[src/rtl/wgs_pkg.sv]
package wgs_pkg;
  typedef enum logic {DIV_IDLE = 1'b0, DIV_RUN = 1'b1} div_state_e;
  localparam int NUM_AXES = 3;
endpackage

[src/rtl/wgs_ceil_div.sv]
module wgs_ceil_div
  import wgs_pkg::*;
#(
  parameter int W    = 16,
  parameter bit POW2 = 1'b0
) (
  input  logic         clk,
  input  logic         rst,
  input  logic         go,
  input  logic [W-1:0] num,
  input  logic [W-1:0] den,
  output logic [W-1:0] quo,
  output logic         done
);
  localparam int CW = $clog2(W + 2);

  // rounded-up dividend: num + den - 1 needs one extra bit
  logic [W:0] biased;
  assign biased = {1'b0, num} + {1'b0, den} - {{W{1'b0}}, 1'b1};

  generate
    if (POW2) begin : g_shift
      localparam int LW = $clog2(W) + 1;
      logic [LW-1:0] lg;
      always_comb begin
        lg = '0;
        for (int i = 0; i < W; i++) begin
          if (den[i]) lg = LW'(i);
        end
      end
      always_ff @(posedge clk) begin
        if (rst) begin
          quo  <= '0;
          done <= 1'b0;
        end else if (go) begin
          quo  <= W'(biased >> lg);
          done <= 1'b1;
        end
      end
    end else begin : g_serial
      div_state_e    st;
      logic [W:0]    rem, dvd, q;
      logic [W-1:0]  den_q;
      logic [CW-1:0] cnt;
      logic [W:0]    trial;
      assign trial = {rem[W-1:0], dvd[W]};
      assign quo   = q[W-1:0];
      always_ff @(posedge clk) begin
        if (rst) begin
          st    <= DIV_IDLE;
          rem   <= '0;
          dvd   <= '0;
          q     <= '0;
          den_q <= '0;
          cnt   <= '0;
          done  <= 1'b0;
        end else if (go) begin
          st    <= DIV_RUN;
          rem   <= '0;
          dvd   <= biased;
          q     <= '0;
          den_q <= den;
          cnt   <= CW'(W + 1);
          done  <= 1'b0;
        end else if (st == DIV_RUN) begin
          dvd <= {dvd[W-1:0], 1'b0};
          if (trial >= {1'b0, den_q}) begin
            rem <= trial - {1'b0, den_q};
            q   <= {q[W-1:0], 1'b1};
          end else begin
            rem <= trial;
            q   <= {q[W-1:0], 1'b0};
          end
          cnt <= cnt - 1'b1;
          if (cnt == CW'(1)) begin
            st   <= DIV_IDLE;
            done <= 1'b1;
          end
        end
      end
    end
  endgenerate
endmodule

[src/rtl/wgs_axis_step.sv]
module wgs_axis_step #(
  parameter int W = 16
) (
  input  logic [W-1:0] idx,
  input  logic [W-1:0] wsz,
  input  logic [W-1:0] grid,
  output logic [W-1:0] nxt,
  output logic         wrap
);
  logic [2*W-1:0] reach;
  assign nxt   = idx + 1'b1;
  assign reach = (2*W)'(nxt) * (2*W)'(wsz);
  assign wrap  = reach >= (2*W)'(grid);
endmodule

[src/rtl/wg_grid_sequencer.sv]
module wg_grid_sequencer
  import wgs_pkg::*;
#(
  parameter int DIM_W      = 16,
  parameter bit POW2_SIZES = 1'b0
) (
  input  logic                 clk,
  input  logic                 rst,
  input  logic                 start_i,
  input  logic [DIM_W-1:0]     grid_x_i,
  input  logic [DIM_W-1:0]     grid_y_i,
  input  logic [DIM_W-1:0]     grid_z_i,
  input  logic [DIM_W-1:0]     wsz_x_i,
  input  logic [DIM_W-1:0]     wsz_y_i,
  input  logic [DIM_W-1:0]     wsz_z_i,
  input  logic                 advance_i,
  input  logic                 wg_done_i,
  output logic [DIM_W-1:0]     idx_x_o,
  output logic [DIM_W-1:0]     idx_y_o,
  output logic [DIM_W-1:0]     idx_z_o,
  output logic [3*DIM_W-1:0]   global_id_o,
  output logic [DIM_W-1:0]     count_x_o,
  output logic [DIM_W-1:0]     count_y_o,
  output logic [DIM_W-1:0]     count_z_o,
  output logic [3*DIM_W-1:0]   count_total_o,
  output logic [3*DIM_W-1:0]   done_count_o,
  output logic                 dispatch_done_o,
  output logic                 counts_valid_o,
  output logic                 err_o
);
  localparam int TOT_W = 3 * DIM_W;

  logic [NUM_AXES-1:0][DIM_W-1:0] grid_in, wsz_in, grid_q, wsz_q;
  logic [NUM_AXES-1:0][DIM_W-1:0] idx_q, nxt_idx, cnt_w;
  logic [NUM_AXES-1:0]            wrap, div_done;
  logic [TOT_W-1:0]               gid_q, total_q, tally_q, product;
  logic                           fin_q, valid_q, err_q;
  logic                           zero_size, launch, step_ok;

  assign grid_in   = {grid_z_i, grid_y_i, grid_x_i};
  assign wsz_in    = {wsz_z_i, wsz_y_i, wsz_x_i};
  assign zero_size = (wsz_x_i == '0) | (wsz_y_i == '0) | (wsz_z_i == '0);
  assign launch    = start_i & ~zero_size;
  assign step_ok   = advance_i & valid_q & ~fin_q & ~start_i;
  assign product   = TOT_W'(cnt_w[0]) * TOT_W'(cnt_w[1]) * TOT_W'(cnt_w[2]);

  generate
    for (genvar a = 0; a < NUM_AXES; a++) begin : g_axis
      wgs_ceil_div #(.W(DIM_W), .POW2(POW2_SIZES)) u_div (
        .clk (clk),
        .rst (rst),
        .go  (launch),
        .num (grid_in[a]),
        .den (wsz_in[a]),
        .quo (cnt_w[a]),
        .done(div_done[a])
      );
      wgs_axis_step #(.W(DIM_W)) u_step (
        .idx (idx_q[a]),
        .wsz (wsz_q[a]),
        .grid(grid_q[a]),
        .nxt (nxt_idx[a]),
        .wrap(wrap[a])
      );
    end
  endgenerate

  always_ff @(posedge clk) begin
    if (rst) begin
      grid_q  <= '0;
      wsz_q   <= '0;
      idx_q   <= '0;
      gid_q   <= '0;
      total_q <= '0;
      tally_q <= '0;
      fin_q   <= 1'b0;
      valid_q <= 1'b0;
      err_q   <= 1'b0;
    end else if (start_i) begin
      grid_q  <= grid_in;
      wsz_q   <= wsz_in;
      idx_q   <= '0;
      gid_q   <= '0;
      total_q <= '0;
      tally_q <= '0;
      fin_q   <= 1'b0;
      valid_q <= 1'b0;
      err_q   <= zero_size;
    end else begin
      valid_q <= (&div_done) & ~err_q;
      if ((&div_done) & ~err_q) total_q <= product;
      if (wg_done_i) tally_q <= tally_q + 1'b1;
      if (step_ok) begin
        gid_q <= gid_q + 1'b1;
        if (!wrap[0]) begin
          idx_q[0] <= nxt_idx[0];
        end else begin
          idx_q[0] <= '0;
          if (!wrap[1]) begin
            idx_q[1] <= nxt_idx[1];
          end else begin
            idx_q[1] <= '0;
            idx_q[2] <= nxt_idx[2];
            if (wrap[2]) fin_q <= 1'b1;
          end
        end
      end
    end
  end

  assign idx_x_o         = idx_q[0];
  assign idx_y_o         = idx_q[1];
  assign idx_z_o         = idx_q[2];
  assign global_id_o     = gid_q;
  assign count_x_o       = rst ? '0 : cnt_w[0];
  assign count_y_o       = rst ? '0 : cnt_w[1];
  assign count_z_o       = rst ? '0 : cnt_w[2];
  assign count_total_o   = total_q;
  assign done_count_o    = tally_q;
  assign dispatch_done_o = fin_q;
  assign counts_valid_o  = valid_q;
  assign err_o           = err_q;
endmodule

[config.mk]
export PLATFORM = sky130hd
export DESIGN_NAME = wg_grid_sequencer
export DESIGN_NICKNAME = d
export VERILOG_FILES = /design/src/rtl/wgs_pkg.sv /design/src/rtl/wgs_ceil_div.sv /design/src/rtl/wgs_axis_step.sv /design/src/rtl/wg_grid_sequencer.sv
export SDC_FILE = /design/constraint.sdc
export NUM_CORES = 2
export LEC_CHECK = 0
export ABC_AREA = 1
export CAP_MARGIN = 5
export CORE_MARGIN = 3
export CORE_UTILIZATION = 50
export DETAILED_ROUTE_END_ITERATION = 12
export GPL_ROUTABILITY_DRIVEN = 0
export PLACE_DENSITY = 0.7
export SLEW_MARGIN = 20
export SYNTH_ARGS = -nofsm -noshare
export SYNTH_HDL_FRONTEND = slang
export SYNTH_HIERARCHICAL = 1
export SYNTH_SLANG_ARGS = --single-unit
export TNS_END_PERCENT = 5
[constraint.sdc]
create_clock -name clk -period 10.5 [get_ports clk]
set_input_delay 1.575 -clock clk [delete_from_list [all_inputs] [get_ports clk]]
set_output_delay 1.575 -clock clk [all_outputs]
set_load 0.01 [all_outputs]
==> tab_implementation.tex <==
\begin{tabular}{lr}
\hline
Metric & Value \\
\hline
\multicolumn{2}{l}{\textbf{Outcome}} \\
Outcome & complete, no violations \\
\multicolumn{2}{l}{\textbf{Timing}} \\
Tmin final & 10.33 ns \\
Setup repair after global routing missed its margin & true \\
Share of the clock period used by the worst path & 0.983 \\
Largest clock skew in the final design & 0.0314 ns \\
Hold Vio Cnt, Final & 0 \\
Count of final setup violators & 0 \\
Slew margin rel. & 0.287 \\
Total count of max-transition violations in the final report & 0 \\
Worst Max-Slew Pin Slew & 1.07 ns \\
Total negative slack & 0 ns \\
Top achievable clock speed & 0.0969 GHz \\
\multicolumn{2}{l}{\textbf{Clock network}} \\
TritonCTS clock tree & yes \\
Skew-Pair Late Insertion Delay & 0.69 ns \\
Clock-pin slew on the worst setup and hold paths & 0.06 ns \\
Buffer levels on the longest clock path & 3 \\
Clock net sink count & 507 \\
Root cell of the clock tree & sky130\_fd\_sc\_hd\_\_clkbuf\_16 \\
CTS H-tree depth & 3 \\
Total clock buffers created by CTS & 68 \\
\multicolumn{2}{l}{\textbf{Place}} \\
Number of input and output port buffers inserted & 343 \\
HPWL Detailed & 206 mm \\
\multicolumn{2}{l}{\textbf{Logic synthesis}} \\
Post-synthesis instance area & 0.0845 mm\^{}2 \\
Sequential cell area fraction in the yosys report & 0.120 \\
Simple-gate area share of the yosys netlist & 0.266 \\
Multiplexer area fraction after synthesis & 0 \\
Dominant combinational cell family by area after synthesis & adder cells \\
YS warnings & 6 \\
Net count after synthesis & 14,200 \\
Fraction of synthesized cell area in xor and xnor cells & 0.0130 \\
Fraction of registers with async set/reset & 0 \\
Avg Inst Size Synth & 6.96 um\^{}2 \\
Count of flip-flops with a built-in enable after synthesis & 0 \\
Number of library cell types mapped by synthesis & 64 \\
Share of the synthesized area in compound gates (AO/OA/AOI/OAI) & 0.0598 \\
Number of storage elements in the synthesis netlist & 507 \\
Top flip-flop cell by instance count after synthesis & sky130\_fd\_sc\_hd\_\_dfxtp\_1 \\
Cell count after synthesis & 12,200 \\
Adder and majority cell fraction of the synthesized area & 0.393 \\
\multicolumn{2}{l}{\textbf{Drt}} \\
Number of optimization iterations in the first detailed-route pass & 7 \\
Detailed-route wire length per cell & 17.5 um \\
Routed wire length & 257 mm \\
Vias per inst & 5.32 \\
Antenna Nets Post-Route & 0 \\
Initial DRC Count & 6,120 \\
Post-route DRC & 0 \\
Total via count after detailed routing & 78,500 \\
\multicolumn{2}{l}{\textbf{Setup path}} \\
Data required time of the worst path & 11.09 ns \\
Sort of element at the start of the critical path & flip-flop \\
Slowest cell on the critical path & sky130\_fd\_sc\_hd\_\_fa\_1 \\
Biggest fanout along the worst timing path & 8 \\
Critical path buffers and inverters & 14 \\
Top cell family by delay on the critical path & adder cells \\
Delay contributed by the slowest stage of the critical path & 0.57 ns \\
Kind of capture point of the worst setup path & flip-flop \\
Most frequent cell on the critical path & sky130\_fd\_sc\_hd\_\_inv\_1 \\
Critical Setup Path Class & reg -> reg \\
Critical path launch point & g\_axis[1].u\_div/g\_serial.q[12] \\
Startpoint of the lowest-slack register-to-register path & g\_axis[1].u\_div/g\_serial.q[12] \\
Arr. time, crit path & 10.91 ns \\
\multicolumn{2}{l}{\textbf{Die}} \\
Die Wd & 417 um \\
I/O pin total & 344 \\
Placeable Area & 0.168 mm\^{}2 \\
Overall die height & 417 um \\
Overall die area & 0.174 mm\^{}2 \\
Effective utilization at floorplan & 0.504 \\
Site Rows & 150 \\
\multicolumn{2}{l}{\textbf{Pwr}} \\
Power density relative to cell area & 59.4 mW/mm\^{}2 \\
Switching Fraction & 0.315 \\
Clock power frac & 0.449 \\
Logic gate share of total power & 0.188 \\
Part of the total power dissipated in sequential elements & 0.363 \\
Largest vdd supply drop & 0.115 mV \\
Net switching power of the design & 1790 uW \\
Internal power consumption & 3900 uW \\
Leak & 0.0496 uW \\
\multicolumn{2}{l}{\textbf{Layout}} \\
Fin util & 0.572 \\
Synthesis-to-finish area growth & 13.4\% \\
Nets & 14,500 \\
Proportion of layout cells with a drive suffix above 1 & 0.0837 \\
\multicolumn{2}{l}{\textbf{GRT}} \\
Number of antenna violations at the first check in global routing & 4 \\
Largest net degree at the start of global routing & 83 \\
Gr usage total & 0.294 \\
Vias in the first global route & 80,300 \\
Met1 track demand over resource & 0.348 \\
Global route total overflow & 0 \\
Top Usage Layer GRT & met2 \\
Global-route wire length before repair & 413 mm \\
Met2 demand-to-capacity share in global routing & 0.506 \\
Met3 usage & 0.0447 \\
\multicolumn{2}{l}{\textbf{Run}} \\
Number of maximum-capacitance violations & 0 \\
\multicolumn{2}{l}{\textbf{Worst hold path}} \\
Hold Startpoint & g\_axis[1].u\_div/g\_serial.dvd[3] \\
Tightest Hold Check Type & reg -> reg \\
\hline
\end{tabular}
-- kinds of logic after synthesis --
group	after synthesis
flip-flops	507
AND/OR/NAND/NOR	5365
XOR/XNOR	123
AO/OA/AOI/OAI	925
buffers and inverters	3294
adder cells (fa/ha/maj)	1936
-- through the flow --
step / worst slack [ns] / instances / instance area, um^2 / power (uW) / hold slack (ns)
3_3_place_gp: -0.310 / 14600 / 91300 / 3120 / 0.449
2_1_floorplan: 0.258 / 12200 / 84500 / 2820 / 0.432
6_report: 0.175 / 14800 / 95800 / 5690 / 0.460
3_5_place_dp: -0.288 / 14600 / 91300 / 3150 / 0.452
4_1_cts: -0.0436 / 14700 / 93800 / 5730 / 0.461
5_1_grt: -0.0951 / 14800 / 95800 / 5950 / 0.479
-- per-layer routing --
layer | vias to the layer above | part of all wire
met4 | 0 | 0.066
met5 | - | 0
met3 | 942 | 0.071
met1 | 37500 | 0.38
met2 | 3245 | 0.49
li1 | 36900 | -
-- cell usage after synthesis (26+ instances only) --
cell type,n,area (um^2)
sky130_fd_sc_hd__ha_1,736,9210
sky130_fd_sc_hd__a21oi_2,34,298
sky130_fd_sc_hd__nor3_1,87,435
sky130_fd_sc_hd__clkinv_1,32,120
sky130_fd_sc_hd__nand2_2,42,263
sky130_fd_sc_hd__fa_1,1200,24000
sky130_fd_sc_hd__inv_1,2820,10600
sky130_fd_sc_hd__dfxtp_1,507,10100
sky130_fd_sc_hd__xor2_1,96,841
sky130_fd_sc_hd__xnor2_1,26,228
sky130_fd_sc_hd__o21ai_0,235,1180
sky130_fd_sc_hd__a21oi_1,546,2730
sky130_fd_sc_hd__nand3_1,589,2950
sky130_fd_sc_hd__nand3b_1,43,323
sky130_fd_sc_hd__nand3_2,40,400
sky130_fd_sc_hd__nand2_1,3170,11900
sky130_fd_sc_hd__nor2_1,1145,4300
sky130_fd_sc_hd__buf_2,52,260
sky130_fd_sc_hd__inv_2,42,158
sky130_fd_sc_hd__nand4_1,86,538
sky130_fd_sc_hd__nor2_2,27,169
sky130_fd_sc_hd__clkbuf_1,312,1170
-- placed cells by master, fill, tap and decap left out, types with 11 or more instances in the layout --
master                            netlist  routed
sky130_fd_sc_hd__a21oi_1              546     521
sky130_fd_sc_hd__a21oi_2               34      56
sky130_fd_sc_hd__a31oi_1               11      11
sky130_fd_sc_hd__and2_1                16      16
sky130_fd_sc_hd__buf_4                 14     292
sky130_fd_sc_hd__buf_6                  4      27
sky130_fd_sc_hd__clkbuf_1             312      13
sky130_fd_sc_hd__clkbuf_16              0      72
sky130_fd_sc_hd__clkdlybuf4s50_1        0     341
sky130_fd_sc_hd__clkinv_1              32      32
sky130_fd_sc_hd__dfxtp_1              507     476
sky130_fd_sc_hd__dfxtp_2                0      13
sky130_fd_sc_hd__dfxtp_4                0      18
sky130_fd_sc_hd__fa_1                1200    1172
sky130_fd_sc_hd__fa_2                   0      28
sky130_fd_sc_hd__ha_1                 736     692
sky130_fd_sc_hd__ha_4                   0      40
sky130_fd_sc_hd__inv_1               2820    2796
sky130_fd_sc_hd__inv_2                 42      57
sky130_fd_sc_hd__nand2_1             3170    3088
sky130_fd_sc_hd__nand2_2               42     100
sky130_fd_sc_hd__nand2_4                3      26
sky130_fd_sc_hd__nand3_1              589     566
sky130_fd_sc_hd__nand3_2               40      60
sky130_fd_sc_hd__nand3b_1              43      43
sky130_fd_sc_hd__nand4_1               86      86
sky130_fd_sc_hd__nor2_1              1145    1081
sky130_fd_sc_hd__nor2_2                27      64
sky130_fd_sc_hd__nor2_4                 9      36
sky130_fd_sc_hd__nor3_1                87      77
sky130_fd_sc_hd__nor3_2                11      19
sky130_fd_sc_hd__nor4_1                21      21
sky130_fd_sc_hd__o21ai_0              235     229
sky130_fd_sc_hd__o21ai_1               14      16
sky130_fd_sc_hd__o21bai_1              21      20
sky130_fd_sc_hd__or2_1                 18      12
sky130_fd_sc_hd__or2_2                 18      18
sky130_fd_sc_hd__xnor2_1               26      26
sky130_fd_sc_hd__xor2_1                96      96
-- final timing paths --
path / end / slack [ns] / cells after the start
hold / removal: g_axis[1].u_div/g_serial.dvd[3] / 0.46 / 2
hold reg to reg: g_axis[1].u_div/g_serial.dvd[3] / 0.46 / 2
setup reg to reg: count_total_o[47] / 0.17 / 45
setup / recovery: count_total_o[47] / 0.17 / 45
-- flip-flops by register name (all words and copies together) (netlist names), 3 cells and up --
signal	count
g_axis.u_div/g_serial.q	48
g_axis.u_div/g_serial.dvd	51
done_count_o	48
g_axis.u_div/g_serial.st	3
g_axis.u_div/g_serial.cnt	15
global_id_o	48
g_axis.u_div/g_serial.den_q	48
g_axis.u_div/g_serial.rem	48
grid_q	48
count_total_o	48
wsz_q	48
idx_z_o	16
g_axis.u_div/done	3
idx_y_o	16
idx_x_o	16
-- cell type report --
cell class | instances | area [um^2]
Fill cell | 15600 | 71800
Multi-Input combinational cell | 8349 | 63400
Inverter | 2897 | 10900
Sequential cell | 507 | 10200
Timing Repair Buffer | 671 | 6120
Tap cell | 2204 | 2760
Clock buffer | 92 | 1940
Clock inverter | 29 | 464
Antenna cell | 4 | 10.0
-- power groups by stage --
stage	sequential [uW]	combinational [uW]	clock (uW)
2_1_floorplan	2060	759	0
3_3_place_gp	2100	1020	0
3_5_place_dp	2110	1040	0
4_1_cts	2060	1050	2620
5_1_grt	2070	1190	2690
6_report	2060	1070	2560
-- tightest hold or removal path: stages, from the launching register on --
cell                      delay (ns)
sky130_fd_sc_hd__dfxtp_1        0.31
sky130_fd_sc_hd__nand2_1        0.06
sky130_fd_sc_hd__a21oi_1        0.05
-- repair_timing --
action | in CTS | in global routing
setup buffers | 0 | 38
endpoints found under the setup margin | 25 | 35
cloned | 0 | 1
pin swaps | 1 | 220
hold buffers | 0 | 0
gates resized for setup | 29 | 444
endpoints found under the hold margin | 0 | 0
No activity file was read; power rests on OpenSTA's default activity.
